$ cat src/rtl/rxr_pkg.sv
// Shared types and constants for the receive ring writer.
package rxr_pkg;
    typedef enum logic [1:0] {
        ST_IDLE = 2'd0,
        ST_RECV = 2'd1,
        ST_PAD  = 2'd2,
        ST_HDR  = 2'd3
    } rxr_state_e;

    localparam logic [2:0] SEL_FIRST = 3'd0;
    localparam logic [2:0] SEL_END   = 3'd1;
    localparam logic [2:0] SEL_REL   = 3'd2;
    localparam logic [2:0] SEL_CUR   = 3'd3;
    localparam logic [2:0] SEL_MASK  = 3'd4;
    localparam logic [2:0] SEL_CLR   = 3'd5;

    localparam logic [7:0] STAT_GOOD  = 8'h01;
    localparam logic [7:0] STAT_GROUP = 8'h20;
endpackage

$ cat src/rtl/rxr_space.sv
// Free-space judge: compares the room between the write page and the
// release page with one maximal frame. Assumes pointers lie in the ring.
module rxr_space #(
    parameter int PAGE_W = 8,
    parameter int ROOM   = 1518
) (
    input  logic [PAGE_W-1:0] first_pg,
    input  logic [PAGE_W-1:0] end_pg,
    input  logic [PAGE_W-1:0] cur_pg,
    input  logic [PAGE_W-1:0] rel_pg,
    output logic              full
);
    localparam int SW = PAGE_W + 10;

    logic signed [SW-1:0] s_first, s_end, s_cur, s_rel, avail_pg, avail_b;

    // Signed page arithmetic so a misconfigured ring reads as full.
    always_comb begin
        s_first = $signed({{(SW-PAGE_W){1'b0}}, first_pg});
        s_end   = $signed({{(SW-PAGE_W){1'b0}}, end_pg});
        s_cur   = $signed({{(SW-PAGE_W){1'b0}}, cur_pg});
        s_rel   = $signed({{(SW-PAGE_W){1'b0}}, rel_pg});
        if (cur_pg < rel_pg)
            avail_pg = s_rel - s_cur;
        else
            avail_pg = (s_end - s_first) - (s_cur - s_rel);
        avail_b = avail_pg <<< 8;
        full    = avail_b < $signed(SW'(ROOM));
    end
endmodule

$ cat src/rtl/rxr_link.sv
// Next-page calculator: pages taken by header, data and trailer slack,
// folded back into the ring. Assumes first_pg < end_pg.
module rxr_link #(
    parameter int PAGE_W = 8,
    parameter int LEN_W  = 16
) (
    input  logic [PAGE_W-1:0] cur_pg,
    input  logic [PAGE_W-1:0] first_pg,
    input  logic [PAGE_W-1:0] end_pg,
    input  logic [LEN_W-1:0]  total,
    output logic [PAGE_W-1:0] next_pg
);
    localparam int SUM_W = (LEN_W > PAGE_W ? LEN_W : PAGE_W) + 2;

    logic [SUM_W-1:0] span, sum;

    // Round total plus slack up to whole pages, then wrap once.
    always_comb begin
        span = (SUM_W'(total) + SUM_W'(259)) >> 8;
        sum  = SUM_W'(cur_pg) + span;
        if (sum >= SUM_W'(end_pg))
            sum = sum - (SUM_W'(end_pg) - SUM_W'(first_pg));
        next_pg = sum[PAGE_W-1:0];
    end
endmodule

$ cat src/rtl/rx_ring_writer.sv
// Receive ring writer: accepts a framed byte stream, stores payload into a
// paged circular memory area, pads short frames, writes a 4-byte header
// and advances the write page. Assumes the pointers are not reloaded
// while a frame is in progress and first page < end page.
module rx_ring_writer
    import rxr_pkg::*;
#(
    parameter int PAGE_W  = 8,
    parameter int LEN_W   = 16,
    parameter int MIN_LEN = 60,
    parameter int ROOM    = 1518
) (
    input  logic                clk,
    input  logic                rst_n,
    input  logic                cfg_we,
    input  logic [2:0]          cfg_sel,
    input  logic [PAGE_W-1:0]   cfg_data,
    input  logic                rx_halt,
    input  logic                in_valid,
    input  logic                in_sof,
    input  logic                in_eof,
    input  logic [7:0]          in_data,
    output logic                mem_we,
    output logic [PAGE_W+7:0]   mem_addr,
    output logic [7:0]          mem_wdata,
    output logic [PAGE_W-1:0]   cur_page,
    output logic                buf_full,
    output logic                rx_flag,
    output logic                irq,
    output logic                drop_pulse
);
    localparam int ADDR_W = PAGE_W + 8;

    rxr_state_e         state;
    logic [PAGE_W-1:0]  first_pg, end_pg, rel_pg;
    logic               mask;
    logic [ADDR_W-1:0]  wptr, first_addr, end_addr, cur_addr, data0_addr;
    logic [ADDR_W-1:0]  wptr_step, data0_step;
    logic [LEN_W-1:0]   len, len_inc, total;
    logic               grp;
    logic [1:0]         hcnt;
    logic [PAGE_W-1:0]  next_pg;
    logic [7:0]         hdr_byte;
    logic               cur_load;

    rxr_space #(.PAGE_W(PAGE_W), .ROOM(ROOM)) u_space (
        .first_pg(first_pg), .end_pg(end_pg), .cur_pg(cur_page),
        .rel_pg(rel_pg), .full(buf_full)
    );

    rxr_link #(.PAGE_W(PAGE_W), .LEN_W(LEN_W)) u_link (
        .cur_pg(cur_page), .first_pg(first_pg), .end_pg(end_pg),
        .total(total), .next_pg(next_pg)
    );

    // Byte addresses, wrapped pointer steps and the header byte mux.
    always_comb begin
        first_addr = {first_pg, 8'h00};
        end_addr   = {end_pg, 8'h00};
        cur_addr   = {cur_page, 8'h00};
        data0_addr = cur_addr + ADDR_W'(4);
        wptr_step  = (wptr + 1'b1 == end_addr) ? first_addr : wptr + 1'b1;
        data0_step = (data0_addr + 1'b1 == end_addr) ? first_addr : data0_addr + 1'b1;
        len_inc    = len + 1'b1;
        total      = len + LEN_W'(4);
        cur_load   = cfg_we && (cfg_sel == SEL_CUR);
        case (hcnt)
            2'd0:    hdr_byte = STAT_GOOD | (grp ? STAT_GROUP : 8'h00);
            2'd1:    hdr_byte = 8'(next_pg);
            2'd2:    hdr_byte = total[7:0];
            default: hdr_byte = total[15:8];
        endcase
        irq = rx_flag && mask;
    end

    // Frame sequencing, memory port, pointers and flags.
    always_ff @(posedge clk) begin
        if (!rst_n) begin
            state <= ST_IDLE;  wptr <= '0;  len <= '0;  grp <= 1'b0;
            hcnt <= 2'd0;  mem_we <= 1'b0;  mem_addr <= '0;  mem_wdata <= '0;
            first_pg <= '0;  end_pg <= '0;  rel_pg <= '0;  cur_page <= '0;
            mask <= 1'b0;  rx_flag <= 1'b0;  drop_pulse <= 1'b0;
        end else begin
            mem_we     <= 1'b0;
            drop_pulse <= 1'b0;
            if (cfg_we) begin
                case (cfg_sel)
                    SEL_FIRST: first_pg <= cfg_data;
                    SEL_END:   end_pg   <= cfg_data;
                    SEL_REL:   rel_pg   <= cfg_data;
                    SEL_MASK:  mask     <= cfg_data[0];
                    SEL_CLR:   if (cfg_data[0]) rx_flag <= 1'b0;
                    default: ;
                endcase
            end
            if (state != ST_IDLE && in_valid && in_sof)
                drop_pulse <= 1'b1;
            case (state)
                ST_IDLE: begin
                    if (in_valid && in_sof && !buf_full && !rx_halt) begin
                        mem_we    <= 1'b1;
                        mem_addr  <= data0_addr;
                        mem_wdata <= in_data;
                        wptr      <= data0_step;
                        len       <= LEN_W'(1);
                        grp       <= in_data[0];
                        hcnt      <= 2'd0;
                        if (in_eof)
                            state <= (1 < MIN_LEN) ? ST_PAD : ST_HDR;
                        else
                            state <= ST_RECV;
                    end
                end
                ST_RECV: begin
                    if (in_valid && !in_sof) begin
                        mem_we    <= 1'b1;
                        mem_addr  <= wptr;
                        mem_wdata <= in_data;
                        wptr      <= wptr_step;
                        len       <= len_inc;
                        if (in_eof)
                            state <= (len_inc < LEN_W'(MIN_LEN)) ? ST_PAD : ST_HDR;
                    end
                end
                ST_PAD: begin
                    mem_we    <= 1'b1;
                    mem_addr  <= wptr;
                    mem_wdata <= 8'h00;
                    wptr      <= wptr_step;
                    len       <= len_inc;
                    if (len_inc >= LEN_W'(MIN_LEN))
                        state <= ST_HDR;
                end
                default: begin
                    mem_we    <= 1'b1;
                    mem_addr  <= cur_addr + ADDR_W'(hcnt);
                    mem_wdata <= hdr_byte;
                    hcnt      <= hcnt + 1'b1;
                    if (hcnt == 2'd3) begin
                        cur_page <= next_pg;
                        rx_flag  <= 1'b1;
                        state    <= ST_IDLE;
                    end
                end
            endcase
            if (cur_load)
                cur_page <= cfg_data;
        end
    end

    // refused frames cause no write and keep the sequencer idle.
    p_refuse_r3: assert property (@(posedge clk) disable iff (!rst_n)
        (state == ST_IDLE && in_valid && in_sof && (buf_full || rx_halt))
        |=> (state == ST_IDLE && !mem_we));

    // every padding cycle produces a zero byte write.
    p_pad_zero_r4: assert property (@(posedge clk) disable iff (!rst_n)
        (state == ST_PAD) |=> (mem_we && mem_wdata == 8'h00));

    // writes never leave the ring.
    p_in_ring_r5: assert property (@(posedge clk) disable iff (!rst_n)
        mem_we |-> (mem_addr >= first_addr && mem_addr < end_addr));

    // the last header byte sets the flag and moves the write page.
    p_done_r8: assert property (@(posedge clk) disable iff (!rst_n)
        (state == ST_HDR && hcnt == 2'd3 && !cur_load)
        |=> (rx_flag && cur_page == $past(next_pg)));

    // the write page only moves on frame completion or a load.
    p_cur_hold_r8: assert property (@(posedge clk) disable iff (!rst_n)
        (state != ST_HDR && !cur_load) |=> $stable(cur_page));

    // a start byte during a frame in progress is reported.
    p_drop_r9: assert property (@(posedge clk) disable iff (!rst_n)
        (state != ST_IDLE && in_valid && in_sof) |=> drop_pulse);
endmodule

$ cat config.mk
export PLATFORM = sky130hd
export DESIGN_NAME = rx_ring_writer
export DESIGN_NICKNAME = d
export VERILOG_FILES = /design/src/rtl/rxr_pkg.sv /design/src/rtl/rxr_space.sv /design/src/rtl/rxr_link.sv /design/src/rtl/rx_ring_writer.sv
export SDC_FILE = /design/constraint.sdc
export NUM_CORES = 1
export LEC_CHECK = 0
export ABC_AREA = 1
export BUFFER_PORTS_ARGS = -buffer_cell sky130_fd_sc_hd__buf_2
export CAP_MARGIN = 20
export CORE_MARGIN = 1.5
export CORE_UTILIZATION = 66
export CTS_CLUSTER_DIAMETER = 200
export DETAILED_ROUTE_END_ITERATION = 8
export PLACE_DENSITY = 0.95
export SYNTH_ARGS = -nofsm -noshare
export SYNTH_HDL_FRONTEND = slang
export SYNTH_SLANG_ARGS = --single-unit
$ cat constraint.sdc
create_clock -name clk -period 7.85 [get_ports clk]
set_input_delay 1.57 -clock clk [delete_from_list [all_inputs] [get_ports clk]]
set_output_delay 1.57 -clock clk [all_outputs]
set_load 0.01 [all_outputs]
==> results by group <==
Clock tree
  • Gates resized, CTS repair: 0
  • Hold-fix buffers, CTS: 0
  • CTS tree: done
  • H-Tree Depth: 3
  • CTS Sinks: slightly below 100
  • Clock Path Buffers: 2
  • CTS Root Cell: clkbuf_16
  • Clock Latency Late Sink: 0.37 ns
  • Number of buffers created by CTS: 9
  • Post-CTS Setup Bufs: 0
  • Clock slew at reported path FFs: 0.07 ns

Logic synthesis
  • Dominant cells by area after synthesis: dfxtp_1 23%, nand2_1 14%, ha_1 10%
  • Dominant cell type by area after synthesis: dfxtp_1
  • FF+latch count, synth: 97
  • Commonest cells post-synth: 326 x nand2_1, 200 x inv_1, 163 x nor2_1, 102 x a21oi_1, 97 x dfxtp_1
  • Post-synth EDFFs: 0
  • Mapped Avg Cell Area: 6.31 um2
  • Post-synthesis sequential area ratio: about 23%
  • Most common cell in the netlist: nand2_1
  • Top cell type's share of synthesized area: between 20% and 30%
  • Post-synth ARST share: 0%
  • Warning count from the yosys run: 0
  • Syn_nets: 1460
  • Prevailing post-synth register cell: dfxtp_1
  • Synthesized area: 8520 um2
  • Syn Inst Count: 1352
  • Netlist cell types: 48

Floorplan
  • Die Y-Extent: around 120 um
  • Die area: between 10000 and 15000 um2
  • Die Wd: roughly 120 um
  • Initial Util: 67.5%
  • Top Ports: 63
  • Row count: 41
  • Core area: 12600 um2

Routing
  • Vias/cell: 5.88
  • Antenna-violating nets left: 0
  • Drt first pass iters: 6
  • DRC: 0
  • Routed WL per cell: 16.1 um
  • Post-Route WL: 25100 um
  • Vias: 9193
  • Starting DRT DRC Count: ~1100

STA
  • Slew of the pin with the lowest slew margin: 1.01 ns
  • Relative slew slack: about a third
  • Final Max Tran Viols: 0
  • Fmax: 0.187 GHz
  • Fin crit period: about 5.4 ns
  • Final setup skew: 0.0126 ns
  • RSZ-0062 raised after global routing: false
  • Final Setup Violations: 0
  • Fin Setup TNS: 0 ns
  • Period utilization: 68.3%
  • Worst hold slack: 0.465 ns
  • Final Hold Fails: 0

Global route
  • Pin count of the biggest net entering global routing: 76
  • GRT met1 Usage: 47.4%
  • Antenna violations before repair: 0
  • First-pass GRT wire length: approximately 40000 um
  • GR peak layer: met2
  • GRT met3 Usage: 8.35%
  • GR Util met2: 61.5%
  • Vias in the first global route: around 8300
  • All-Layer GR Usage: 38.0%
  • Grt ovf: 0

Critical path
  • CP most frequent cell: nand2_1
  • Critical path cell sequence: inv_1 -> ha_1 -> inv_1 -> fa_1 -> nand3_1 -> and2_1 -> o21ai_0 -> xor2_1 -> ha_1 -> nand2_1 -> nand2_1 -> nor2_1 -> nand2_1 -> nand2_1 -> nand2_1 -> inv_1 -> nor2_1 -> nand3_1 -> nand2_1 -> nand2_1 -> inv_1 -> buf_2
  • Worst setup EP type: output port
  • CP max FO: 6
  • Slowest stage delay, CP: about 0.61 ns
  • Crit path DAT: about 3.8 ns
  • CP delay by family, top: simple AND/OR/NAND/NOR gates
  • Worst EP required: 6.28 ns
  • Buf/Inv on CP: 5
  • Critical path launch point type: register
  • Slowest stage cell on the critical path: dfxtp_1
  • Setup CP Type: register to output port

Worst hold path
  • Worst min path class: register to register

Power
  • Max IR drop VDD: 184 uV
  • Pwr dens: 340 nW/um2
  • Leakage: around 4.6 nW

Finish
  • Share of cells above drive strength 1: between 8 and 9%
  • Total of fill cells in the finished design: ~1100
  • Post-route non-filler standard cell count: 1563
  • Fin util: 72.8%
  • N_diodes: 0
  • Final #Nets: between 1000 and 1500
  • Area Growth Syn to Fin: 7.74%

Placement
  • Detailed placement HPWL: 18600 um
  • # port buffers: 62
  • GPL Wtd Cong: 0.994
  • Dpl cells: 1547

Outcome
  • Status: completed

Run
  • MaxCap Viol Count: 0
==> worst min-delay path, stage by stage, from the launching register on <==
cell and delay (ns):
dfxtp_1 0.31, nand2_1 0.06, a21oi_1 0.05
==> cell usage in the layout, fill, tap and decap left out, types with 3 or more instances in the layout <==
cell type / n
dfxtp_1: 97
ha_1: 70
nor3_1: 6
nand3_1: 94
nand3_2: 3
xnor2_1: 15
nand2_2: 5
fa_1: 12
a32o_1: 8
inv_1: 200
nand2_1: 326
buf_2: 62
xor2_1: 36
nand3b_1: 9
or2_2: 3
o21ai_0: 77
buf_4: 3
inv_2: 4
o22ai_1: 7
inv_6: 3
a21oi_1: 102
nand4_1: 34
nor3_4: 4
o211ai_1: 3
a31oi_1: 4
nor2_2: 7
nor2_1: 163
clkbuf_16: 9
==> stage by stage <==
stage                     area, um2  power [mW]  setup WS [ns]
after floorplan                8520        2.18           3.54
after global placement         8890        2.55           3.03
after detailed placement       8890        2.61           2.84
after CTS                      9180        3.07           2.61
after global routing           9180        3.37           2.20
final                          9180        3.12           2.49
==> flip-flops by register name, indices dropped and copies added, names as in the netlist <==
signal,cells
rx_flag,1
rel_pg,8
mask,1
first_pg,8
end_pg,8
mem_wdata,8
cur_page,8
len,16
wptr,16
state,2
hcnt,2
mem_we,1
drop_pulse,1
grp,1
mem_addr,16
==> per-layer routing <==
layer	vias up	wire, um	part of all wire, %
li1	4421	-	-
met5	-	0	0
met3	120	2700	11
met4	0	1330	5.3
met1	4098	9640	38
met2	554	11500	46
==> final cells by class <==
type / instances / area [um2] / share of cell area, %
repair buffers: 65 / 333 / 3.62
multi-input cells: 1009 / 5630 / 61.3
well taps: 172 / 215 / 2.34
clock buffers: 9 / 225 / 2.45
clock inverters: 7 / 70.1 / 0.763
flip-flops and latches: 97 / 1940 / 21.1
inverters: 204 / 766 / 8.34
==> final timing paths <==
kind / slack [ns] / end / start / depth (start not counted)
worst min register to register: 0.47 / mem_addr[2] / mem_addr[2] / 2
worst max register to register: 2.69 / mem_wdata[3] / len[2] / 26
worst min-delay path: 0.47 / mem_addr[2] / mem_addr[2] / 2
worst max-delay path: 2.49 / buf_full / cur_page[0] / 22
==> logic make-up after synthesis <==
group                    count (synthesis)  synth area share (%)
AND/OR/NAND/NOR                        661                  33.7
AO/OA/AOI/OAI                          214                  13.8
adder cells (fa/ha/maj)                 82                  13.1
buffers and inverters                  246                  11.1
flip-flops                              97                  22.8
XOR/XNOR                                52                  5.50
==> power breakdown <==
part | switching (mW) | internal (mW)
clock network | 0.227 | 0.224
logic | 1.26 | 0.646
registers | 0.143 | 0.619
total | 1.63 | 1.49
Note: power is estimated with default switching activity, not from simulation.
